### src/rtl/lsdma_pkg.sv
package lsdma_pkg;

   typedef enum logic [2:0] {
      ST_IDLE   = 3'd0,
      ST_LFETCH = 3'd1,
      ST_READ   = 3'd2,
      ST_WRITE  = 3'd3,
      ST_DONE   = 3'd4
   } lsdma_state_e;

   localparam int DESC_W = 64;
   localparam int DESC_FIELD_W = 32;

endpackage

### src/rtl/lsdma_cmd_check.sv
module lsdma_cmd_check #(
   parameter int SIZE_W    = 16,
   parameter int CNT_W     = 13,
   parameter int ALIGN     = 4,
   parameter int MAX_BLOCK = 16384,
   parameter int LIST_MIN  = 2,
   parameter int LIST_MAX  = 2048
) (
   input  logic              is_list,
   input  logic [ALIGN-1:0]  laddr_lo,
   input  logic [ALIGN-1:0]  raddr_lo,
   input  logic [ALIGN-1:0]  lbase_lo,
   input  logic [SIZE_W-1:0] size,
   input  logic [CNT_W-1:0]  count,
   output logic              reject
);

   logic misaligned;
   logic bad_len;

   always_comb begin
      if (is_list) begin
         misaligned = (|laddr_lo) || (|lbase_lo);
         bad_len    = (count < CNT_W'(LIST_MIN)) || (count > CNT_W'(LIST_MAX));
      end else begin
         misaligned = (|laddr_lo) || (|raddr_lo) || (|size[ALIGN-1:0]);
         bad_len    = size > SIZE_W'(MAX_BLOCK);
      end
      reject = misaligned || bad_len;
   end

endmodule

### src/rtl/lsdma_desc_pick.sv
module lsdma_desc_pick
   import lsdma_pkg::*;
#(
   parameter int DATA_W = 128,
   localparam int SLOTS  = DATA_W / DESC_W,
   localparam int SEL_W  = $clog2(SLOTS)
) (
   input  logic [DATA_W-1:0]       beat,
   input  logic [SEL_W-1:0]        sel,
   output logic [DESC_FIELD_W-1:0] d_raddr,
   output logic [DESC_FIELD_W-1:0] d_size
);

   logic [DESC_W-1:0] slot [SLOTS];

   for (genvar g = 0; g < SLOTS; g++) begin : g_slot
      assign slot[g] = beat[g*DESC_W +: DESC_W];
   end

   assign d_raddr = slot[sel][DESC_FIELD_W-1:0];
   assign d_size  = slot[sel][DESC_W-1:DESC_FIELD_W];

endmodule

### src/rtl/lsdma_port_mux.sv
module lsdma_port_mux
   import lsdma_pkg::*;
#(
   parameter int LADDR_W = 16,
   parameter int RADDR_W = 32,
   parameter int DATA_W  = 128
) (
   input  lsdma_state_e       state,
   input  logic               put,
   input  logic [LADDR_W-1:0] laddr,
   input  logic [RADDR_W-1:0] raddr,
   input  logic [LADDR_W-1:0] fetch_addr,
   input  logic [DATA_W-1:0]  hold_data,
   input  logic               lm_ack,
   input  logic [DATA_W-1:0]  lm_rdata,
   input  logic               rb_ack,
   input  logic [DATA_W-1:0]  rb_rdata,
   output logic               lm_req,
   output logic               lm_we,
   output logic [LADDR_W-1:0] lm_addr,
   output logic [DATA_W-1:0]  lm_wdata,
   output logic               rb_req,
   output logic               rb_we,
   output logic [RADDR_W-1:0] rb_addr,
   output logic [DATA_W-1:0]  rb_wdata,
   output logic               src_ack,
   output logic [DATA_W-1:0]  src_rdata,
   output logic               dst_ack
);

   always_comb begin
      lm_req   = 1'b0;
      lm_we    = 1'b0;
      rb_req   = 1'b0;
      rb_we    = 1'b0;
      lm_addr  = laddr;
      rb_addr  = raddr;
      lm_wdata = hold_data;
      rb_wdata = hold_data;
      unique case (state)
         ST_LFETCH: begin
            lm_req  = 1'b1;
            lm_addr = fetch_addr;
         end
         ST_READ: begin
            if (put) lm_req = 1'b1;
            else     rb_req = 1'b1;
         end
         ST_WRITE: begin
            if (put) begin
               rb_req = 1'b1;
               rb_we  = 1'b1;
            end else begin
               lm_req = 1'b1;
               lm_we  = 1'b1;
            end
         end
         default: ;
      endcase
   end

   assign src_ack   = put ? lm_ack : rb_ack;
   assign src_rdata = put ? lm_rdata : rb_rdata;
   assign dst_ack   = put ? rb_ack : lm_ack;

endmodule

### src/rtl/lsdma_engine.sv
module lsdma_engine
   import lsdma_pkg::*;
#(
   parameter int LADDR_W   = 16,
   parameter int RADDR_W   = 32,
   parameter int DATA_W    = 128,
   parameter int MAX_BLOCK = 16384,
   parameter int LIST_MIN  = 2,
   parameter int LIST_MAX  = 2048,
   localparam int BEAT_B   = DATA_W / 8,
   localparam int ALIGN    = $clog2(BEAT_B),
   localparam int SIZE_W   = $clog2(MAX_BLOCK) + 2,
   localparam int CNT_W    = $clog2(LIST_MAX) + 2,
   localparam int SEL_W    = $clog2(DATA_W / DESC_W)
) (
   input  logic               clk,
   input  logic               rst_n,
   input  logic               cmd_valid,
   input  logic               cmd_put,
   input  logic               cmd_list,
   input  logic [LADDR_W-1:0] cmd_laddr,
   input  logic [RADDR_W-1:0] cmd_raddr,
   input  logic [SIZE_W-1:0]  cmd_size,
   input  logic [CNT_W-1:0]   cmd_count,
   input  logic [LADDR_W-1:0] cmd_lbase,
   output logic               busy,
   output logic               done,
   output logic               err,
   output logic               ovf,
   output logic               lm_req,
   output logic               lm_we,
   output logic [LADDR_W-1:0] lm_addr,
   output logic [DATA_W-1:0]  lm_wdata,
   input  logic               lm_ack,
   input  logic [DATA_W-1:0]  lm_rdata,
   output logic               rb_req,
   output logic               rb_we,
   output logic [RADDR_W-1:0] rb_addr,
   output logic [DATA_W-1:0]  rb_wdata,
   input  logic               rb_ack,
   input  logic [DATA_W-1:0]  rb_rdata
);

   if (DATA_W < 2 * DESC_W || (DATA_W & (DATA_W - 1)) != 0) begin : g_bad_data
      $error("lsdma_engine: DATA_W must be a power of two, at least 128");
   end
   if (MAX_BLOCK % BEAT_B != 0) begin : g_bad_block
      $error("lsdma_engine: MAX_BLOCK must be a whole number of beats");
   end
   if (LIST_MIN < 1 || LIST_MAX < LIST_MIN) begin : g_bad_list
      $error("lsdma_engine: list length bounds are inconsistent");
   end
   if (LADDR_W <= ALIGN || RADDR_W < ALIGN) begin : g_bad_addr
      $error("lsdma_engine: address widths too small for beat alignment");
   end

   lsdma_state_e       state;
   logic               put_q, list_q, err_q, ovf_q;
   logic [LADDR_W-1:0] laddr_q, lbase_q;
   logic [RADDR_W-1:0] raddr_q;
   logic [SIZE_W-1:0]  left_q;
   logic [CNT_W-1:0]   elems_left, elem_idx;
   logic [DATA_W-1:0]  data_q;

   logic                    reject;
   logic [DESC_FIELD_W-1:0] d_raddr, d_size;
   logic                    d_bad;
   logic [LADDR_W-1:0]      fetch_addr;
   logic                    src_ack, dst_ack;
   logic [DATA_W-1:0]       src_rdata;

   lsdma_cmd_check #(
      .SIZE_W(SIZE_W), .CNT_W(CNT_W), .ALIGN(ALIGN),
      .MAX_BLOCK(MAX_BLOCK), .LIST_MIN(LIST_MIN), .LIST_MAX(LIST_MAX)
   ) u_check (
      .is_list (cmd_list),
      .laddr_lo(cmd_laddr[ALIGN-1:0]),
      .raddr_lo(cmd_raddr[ALIGN-1:0]),
      .lbase_lo(cmd_lbase[ALIGN-1:0]),
      .size    (cmd_size),
      .count   (cmd_count),
      .reject  (reject)
   );

   lsdma_desc_pick #(.DATA_W(DATA_W)) u_pick (
      .beat   (lm_rdata),
      .sel    (elem_idx[SEL_W-1:0]),
      .d_raddr(d_raddr),
      .d_size (d_size)
   );

   assign d_bad = (d_size > DESC_FIELD_W'(MAX_BLOCK))
               || (|d_size[ALIGN-1:0]) || (|d_raddr[ALIGN-1:0]);
   assign fetch_addr = lbase_q + (LADDR_W'(elem_idx >> SEL_W) << ALIGN);

   lsdma_port_mux #(.LADDR_W(LADDR_W), .RADDR_W(RADDR_W), .DATA_W(DATA_W)) u_mux (
      .state     (state),
      .put       (put_q),
      .laddr     (laddr_q),
      .raddr     (raddr_q),
      .fetch_addr(fetch_addr),
      .hold_data (data_q),
      .lm_ack    (lm_ack),
      .lm_rdata  (lm_rdata),
      .rb_ack    (rb_ack),
      .rb_rdata  (rb_rdata),
      .lm_req    (lm_req),
      .lm_we     (lm_we),
      .lm_addr   (lm_addr),
      .lm_wdata  (lm_wdata),
      .rb_req    (rb_req),
      .rb_we     (rb_we),
      .rb_addr   (rb_addr),
      .rb_wdata  (rb_wdata),
      .src_ack   (src_ack),
      .src_rdata (src_rdata),
      .dst_ack   (dst_ack)
   );

   always_ff @(posedge clk or negedge rst_n) begin
      if (!rst_n) begin
         state      <= ST_IDLE;
         put_q      <= 1'b0;
         list_q     <= 1'b0;
         err_q      <= 1'b0;
         ovf_q      <= 1'b0;
         laddr_q    <= '0;
         lbase_q    <= '0;
         raddr_q    <= '0;
         left_q     <= '0;
         elems_left <= '0;
         elem_idx   <= '0;
         data_q     <= '0;
      end else begin
         err_q <= 1'b0;
         if (cmd_valid && state != ST_IDLE) ovf_q <= 1'b1;
         unique case (state)
            ST_IDLE: if (cmd_valid) begin
               put_q      <= cmd_put;
               list_q     <= cmd_list;
               laddr_q    <= cmd_laddr;
               raddr_q    <= cmd_raddr;
               left_q     <= cmd_size;
               elems_left <= cmd_count;
               elem_idx   <= '0;
               lbase_q    <= cmd_lbase;
               if (reject)               err_q <= 1'b1;
               else if (cmd_list)        state <= ST_LFETCH;
               else if (cmd_size == '0)  state <= ST_DONE;
               else                      state <= ST_READ;
            end
            ST_LFETCH: if (lm_ack) begin
               elems_left <= elems_left - 1'b1;
               elem_idx   <= elem_idx + 1'b1;
               raddr_q    <= RADDR_W'(d_raddr);
               left_q     <= SIZE_W'(d_size);
               if (d_bad) begin
                  state <= ST_IDLE;
                  err_q <= 1'b1;
               end else if (d_size == '0) begin
                  state <= (elems_left == CNT_W'(1)) ? ST_DONE : ST_LFETCH;
               end else begin
                  state <= ST_READ;
               end
            end
            ST_READ: if (src_ack) begin
               data_q <= src_rdata;
               state  <= ST_WRITE;
            end
            ST_WRITE: if (dst_ack) begin
               laddr_q <= laddr_q + LADDR_W'(BEAT_B);
               raddr_q <= raddr_q + RADDR_W'(BEAT_B);
               left_q  <= left_q - SIZE_W'(BEAT_B);
               if (left_q == SIZE_W'(BEAT_B))
                  state <= (list_q && elems_left != '0) ? ST_LFETCH : ST_DONE;
               else
                  state <= ST_READ;
            end
            ST_DONE: state <= ST_IDLE;
            default: state <= ST_IDLE;
         endcase
      end
   end

   assign busy = (state != ST_IDLE);
   assign done = (state == ST_DONE);
   assign err  = err_q;
   assign ovf  = ovf_q;

endmodule

### config.mk
export PLATFORM = sky130hd
export DESIGN_NAME = lsdma_engine
export DESIGN_NICKNAME = d
export VERILOG_FILES = /design/src/rtl/lsdma_pkg.sv /design/src/rtl/lsdma_cmd_check.sv /design/src/rtl/lsdma_desc_pick.sv /design/src/rtl/lsdma_port_mux.sv /design/src/rtl/lsdma_engine.sv
export SDC_FILE = /design/constraint.sdc
export NUM_CORES = 1
export LEC_CHECK = 0
export ABC_AREA = 1
export BUFFER_PORTS_ARGS = -buffer_cell sky130_fd_sc_hd__buf_2
export CORE_AREA = 2 2 260 262
export DETAILED_ROUTE_END_ITERATION = 10
export DIE_AREA = 0 0 262 264
export SKIP_CTS_REPAIR_TIMING = 1
export SKIP_LAST_GASP = 1
export SYNTH_ARGS = -nofsm -noshare
export SYNTH_HDL_FRONTEND = slang
export SYNTH_HIERARCHICAL = 1
export SYNTH_SLANG_ARGS = --single-unit
export TNS_END_PERCENT = 10
### constraint.sdc
create_clock -name clk -period 2 [get_ports clk]
set_clock_uncertainty 0.1 [all_clocks]
set_input_delay 0.2 -clock clk [delete_from_list [all_inputs] [get_ports clk]]
set_output_delay 0.2 -clock clk [all_outputs]
set_load 0.01 [all_outputs]
==> run metrics <==
layout cell share with drive strength beyond 1=33.46%; CP required=1.70 ns; worst r2r src=elem_idx[0]; Combinational Power Share=59.5%; Sw Pwr=0.01849 W; drt pass-1 iters=6; syn_nets=2799; routed len/inst=21.08 um; Post-Place Worst Slack=-0.2075 ns; Max IR drop VDD=0.0007877 V; Post-Syn Area=0.01773 sq mm; Crit. Startpoint=elem_idx[1]; total die area=0.06917 sq mm; clock share of power=15.1%; first-pass GRT wire length=115200 um; core area=0.06656 sq mm; Hold Crit Class=input pin to flip-flop; number of I/O port buffers=667; max-slew violation count=0; Max Cap Viol=0; total number of vias=19465; RSZ-0062 raised after global routing=true; sequential-to-total area share from yosys stat=34.02%; Sequential Power Share=25.3%; Critical Path Start Type=flip-flop; Sink Count=241; largest net degree at the start of global routing=87; Clock Latency Late Sink=0.59 ns; fin cells=4127; Yosys warning count=6; H-tree Lvls=1; Iter 0 DRT Violations=1643; min-delay src=lm_rdata[36]; Distinct cells, synth=56; critical path endpoint category=output port; Seq cells post-synth=241; GRT Util Overall=22.74%; CTS Buffer Depth=3; # IOs=668; Remaining Overflow, GRT=0; Setup WS post-layout=-0.6157 ns; EDFF count, synth=0; hold slack final=-0.03481 ns; root buf cell=clkbuf_16; Placed Cells=3742; ranking of synthesized cells by instance count=901 x nand2_1, 293 x buf_4, 241 x dfrtp_1, 158 x nor2_1, 148 x inv_1; dominant cell type by area after synthesis=dfrtp_1; clock transition at the registers of the reported paths=0.06 ns; nets=3604; WS Path Type=flip-flop to output port; cts bufs inserted=31; ys async rst share=100.0%; PwrDens=1504 mW/mm^2; P_int=0.01958 W; Slew @ Worst Pin=0.5934 ns; final setup fails=49; vias in the first global route=17134; Period Utilization, post-route=130.8%; initial core utilization=26.63%; status=finished, violations left; crit path DAT=2.32 ns; CTS tree=done; dpl hpwl=67520 um; post-synth top area share=34.02%; Rows=95; Avg Synthesized Cell Area=7.314 sq um; worst rel slew slack=60.44%; max frequency=382.3 MHz; most common cell in the netlist=nand2_1; Lkg Pwr=13.33 nW; Layout area overhead=42.76%; DR DRC count=0; Switching Share=48.57%; shortest period the worst path allows=2.616 ns; Via density=4.717; DIE WIDTH=262 um; Worst Path Max Fanout=3; chip height=264 um; Total Wirelength=87000 um; Final ANT Viol Nets=0; failing checks=negative hold slack, negative setup slack; GP Congestion=1.024; Final Hold Fails=7; dominant cells by area after synthesis=dfrtp_1 34%, nand2_1 19%, buf_4 12%; initial antenna violation count=4; Syn Inst Count=2424; dominant synthesized flop cell=dfrtp_1
[cell type report]
class                   instances  area [sq um]
multi-input cells            1637          8469
inverters                     161         613.1
well taps                     873          1092
clock buffers                  47         895.9
flip-flops and latches        241          6040
diodes                          2         5.005
clock inverters                 9         122.6
fillers                      6790         41260
repair buffers               1157          8070
[power by group through the flow]
stage               clock network [W]  logic (W)  registers [W]
finish                        0.00576     0.0227        0.00964
global route                  0.00607     0.0246        0.00989
detailed placement                  0     0.0216        0.00958
CTS                           0.00590     0.0217        0.00953
floorplan                           0     0.0158        0.00870
global placement                    0     0.0216        0.00954
[final timing paths]
kind / endpoint / slack (ns) / depth (start not counted)
max: lm_addr[8] / -0.62 / 8
min: data_q[36] / -0.03 / 4
max reg2reg: state[1] / -0.23 / 14
min reg2reg: lbase_q[3] / 0.37 / 2
max in group asynchronous: data_q[102] / 1.11 / 3
min in group asynchronous: raddr_q[16] / 0.08 / 2
[metrics by stage]
| stage | util, % | instance area [sq um] | total power [W] | hold slack [ns] | setup TNS [ns] |
|---|---|---|---|---|---|
| finish | 38.02 | 25310 | 0.03806 | -0.03481 | -8.690 |
| global route | 38.02 | 25310 | 0.04051 | 0.001827 | -19.26 |
| CTS | 32.78 | 21820 | 0.03712 | -0.5384 | -12.98 |
| detailed placement | 31.25 | 20800 | 0.03118 | 0.09607 | -2.320 |
| global placement | 31.25 | 20800 | 0.03110 | 0.09180 | -1.646 |
| floorplan | - | 17750 | 0.02454 | -0.1956 | -0.01848 |
[worst max-delay path, cell delays in order, from the launching register on]
cell and delay (ns):
dfrtp_1 0.35, ha_2 0.17, inv_2 0.04, fa_2 0.38, o21ai_1 0.18, xor2_1 0.16, inv_1 0.05, o21ai_0 0.23
buf_2 0.18
[per-layer routing]
metal | wire length [um] | track usage, %
met5 | 13 | 1.781
met4 | 3652 | 7.757
met3 | 8108 | 5.335
met2 | 41270 | 38.64
met1 | 33950 | 27.88
[sequential cells by signal, summed over array words and instances, names as in the netlist]
register / flops
elem_idx: 13
ovf: 1
elems_left: 13
state: 3
left_q: 16
raddr_q: 32
laddr_q: 16
err: 1
put_q: 1
list_q: 1
data_q: 128
lbase_q: 16
[logic make-up after synthesis]
family,after synthesis,share of synthesized area [%]
DFF,241,34.02
xor gates and xnor gates,16,0.7904
muxes,130,8.257
buffers and inverters,549,19.78
AOI/OAI and AO/OA,250,8.208
adders and majority gates,19,1.383
and+or+nand+nor,1219,27.57
[cell usage in the layout, fill, tap and decap left out, types with 4 or more instances in the layout]
cell             n
a21oi_1         43
a21oi_2          6
a22oi_1         24
a31oi_1          7
buf_12          19
buf_2          666
buf_4          150
clkbuf_1        10
clkbuf_16       31
clkbuf_8         6
clkinv_2         5
dfrtp_1        238
dlygate4sd3_1  319
ha_1            11
ha_4             6
inv_1          143
inv_2           16
mux2_1          14
mux2_2         116
nand2_1        895
nand2_2         16
nand2_4          4
nand3_1         76
nand3b_4         4
nand4_1         29
nor2_1         156
nor2_2           5
nor3_1          24
o211ai_1         6
o21ai_0         79
o21ai_1         25
o21ai_2         10
o21bai_1         4
o22ai_1         20
o31ai_1          5
xor2_1          11
Power figures use the tool's default switching activity.
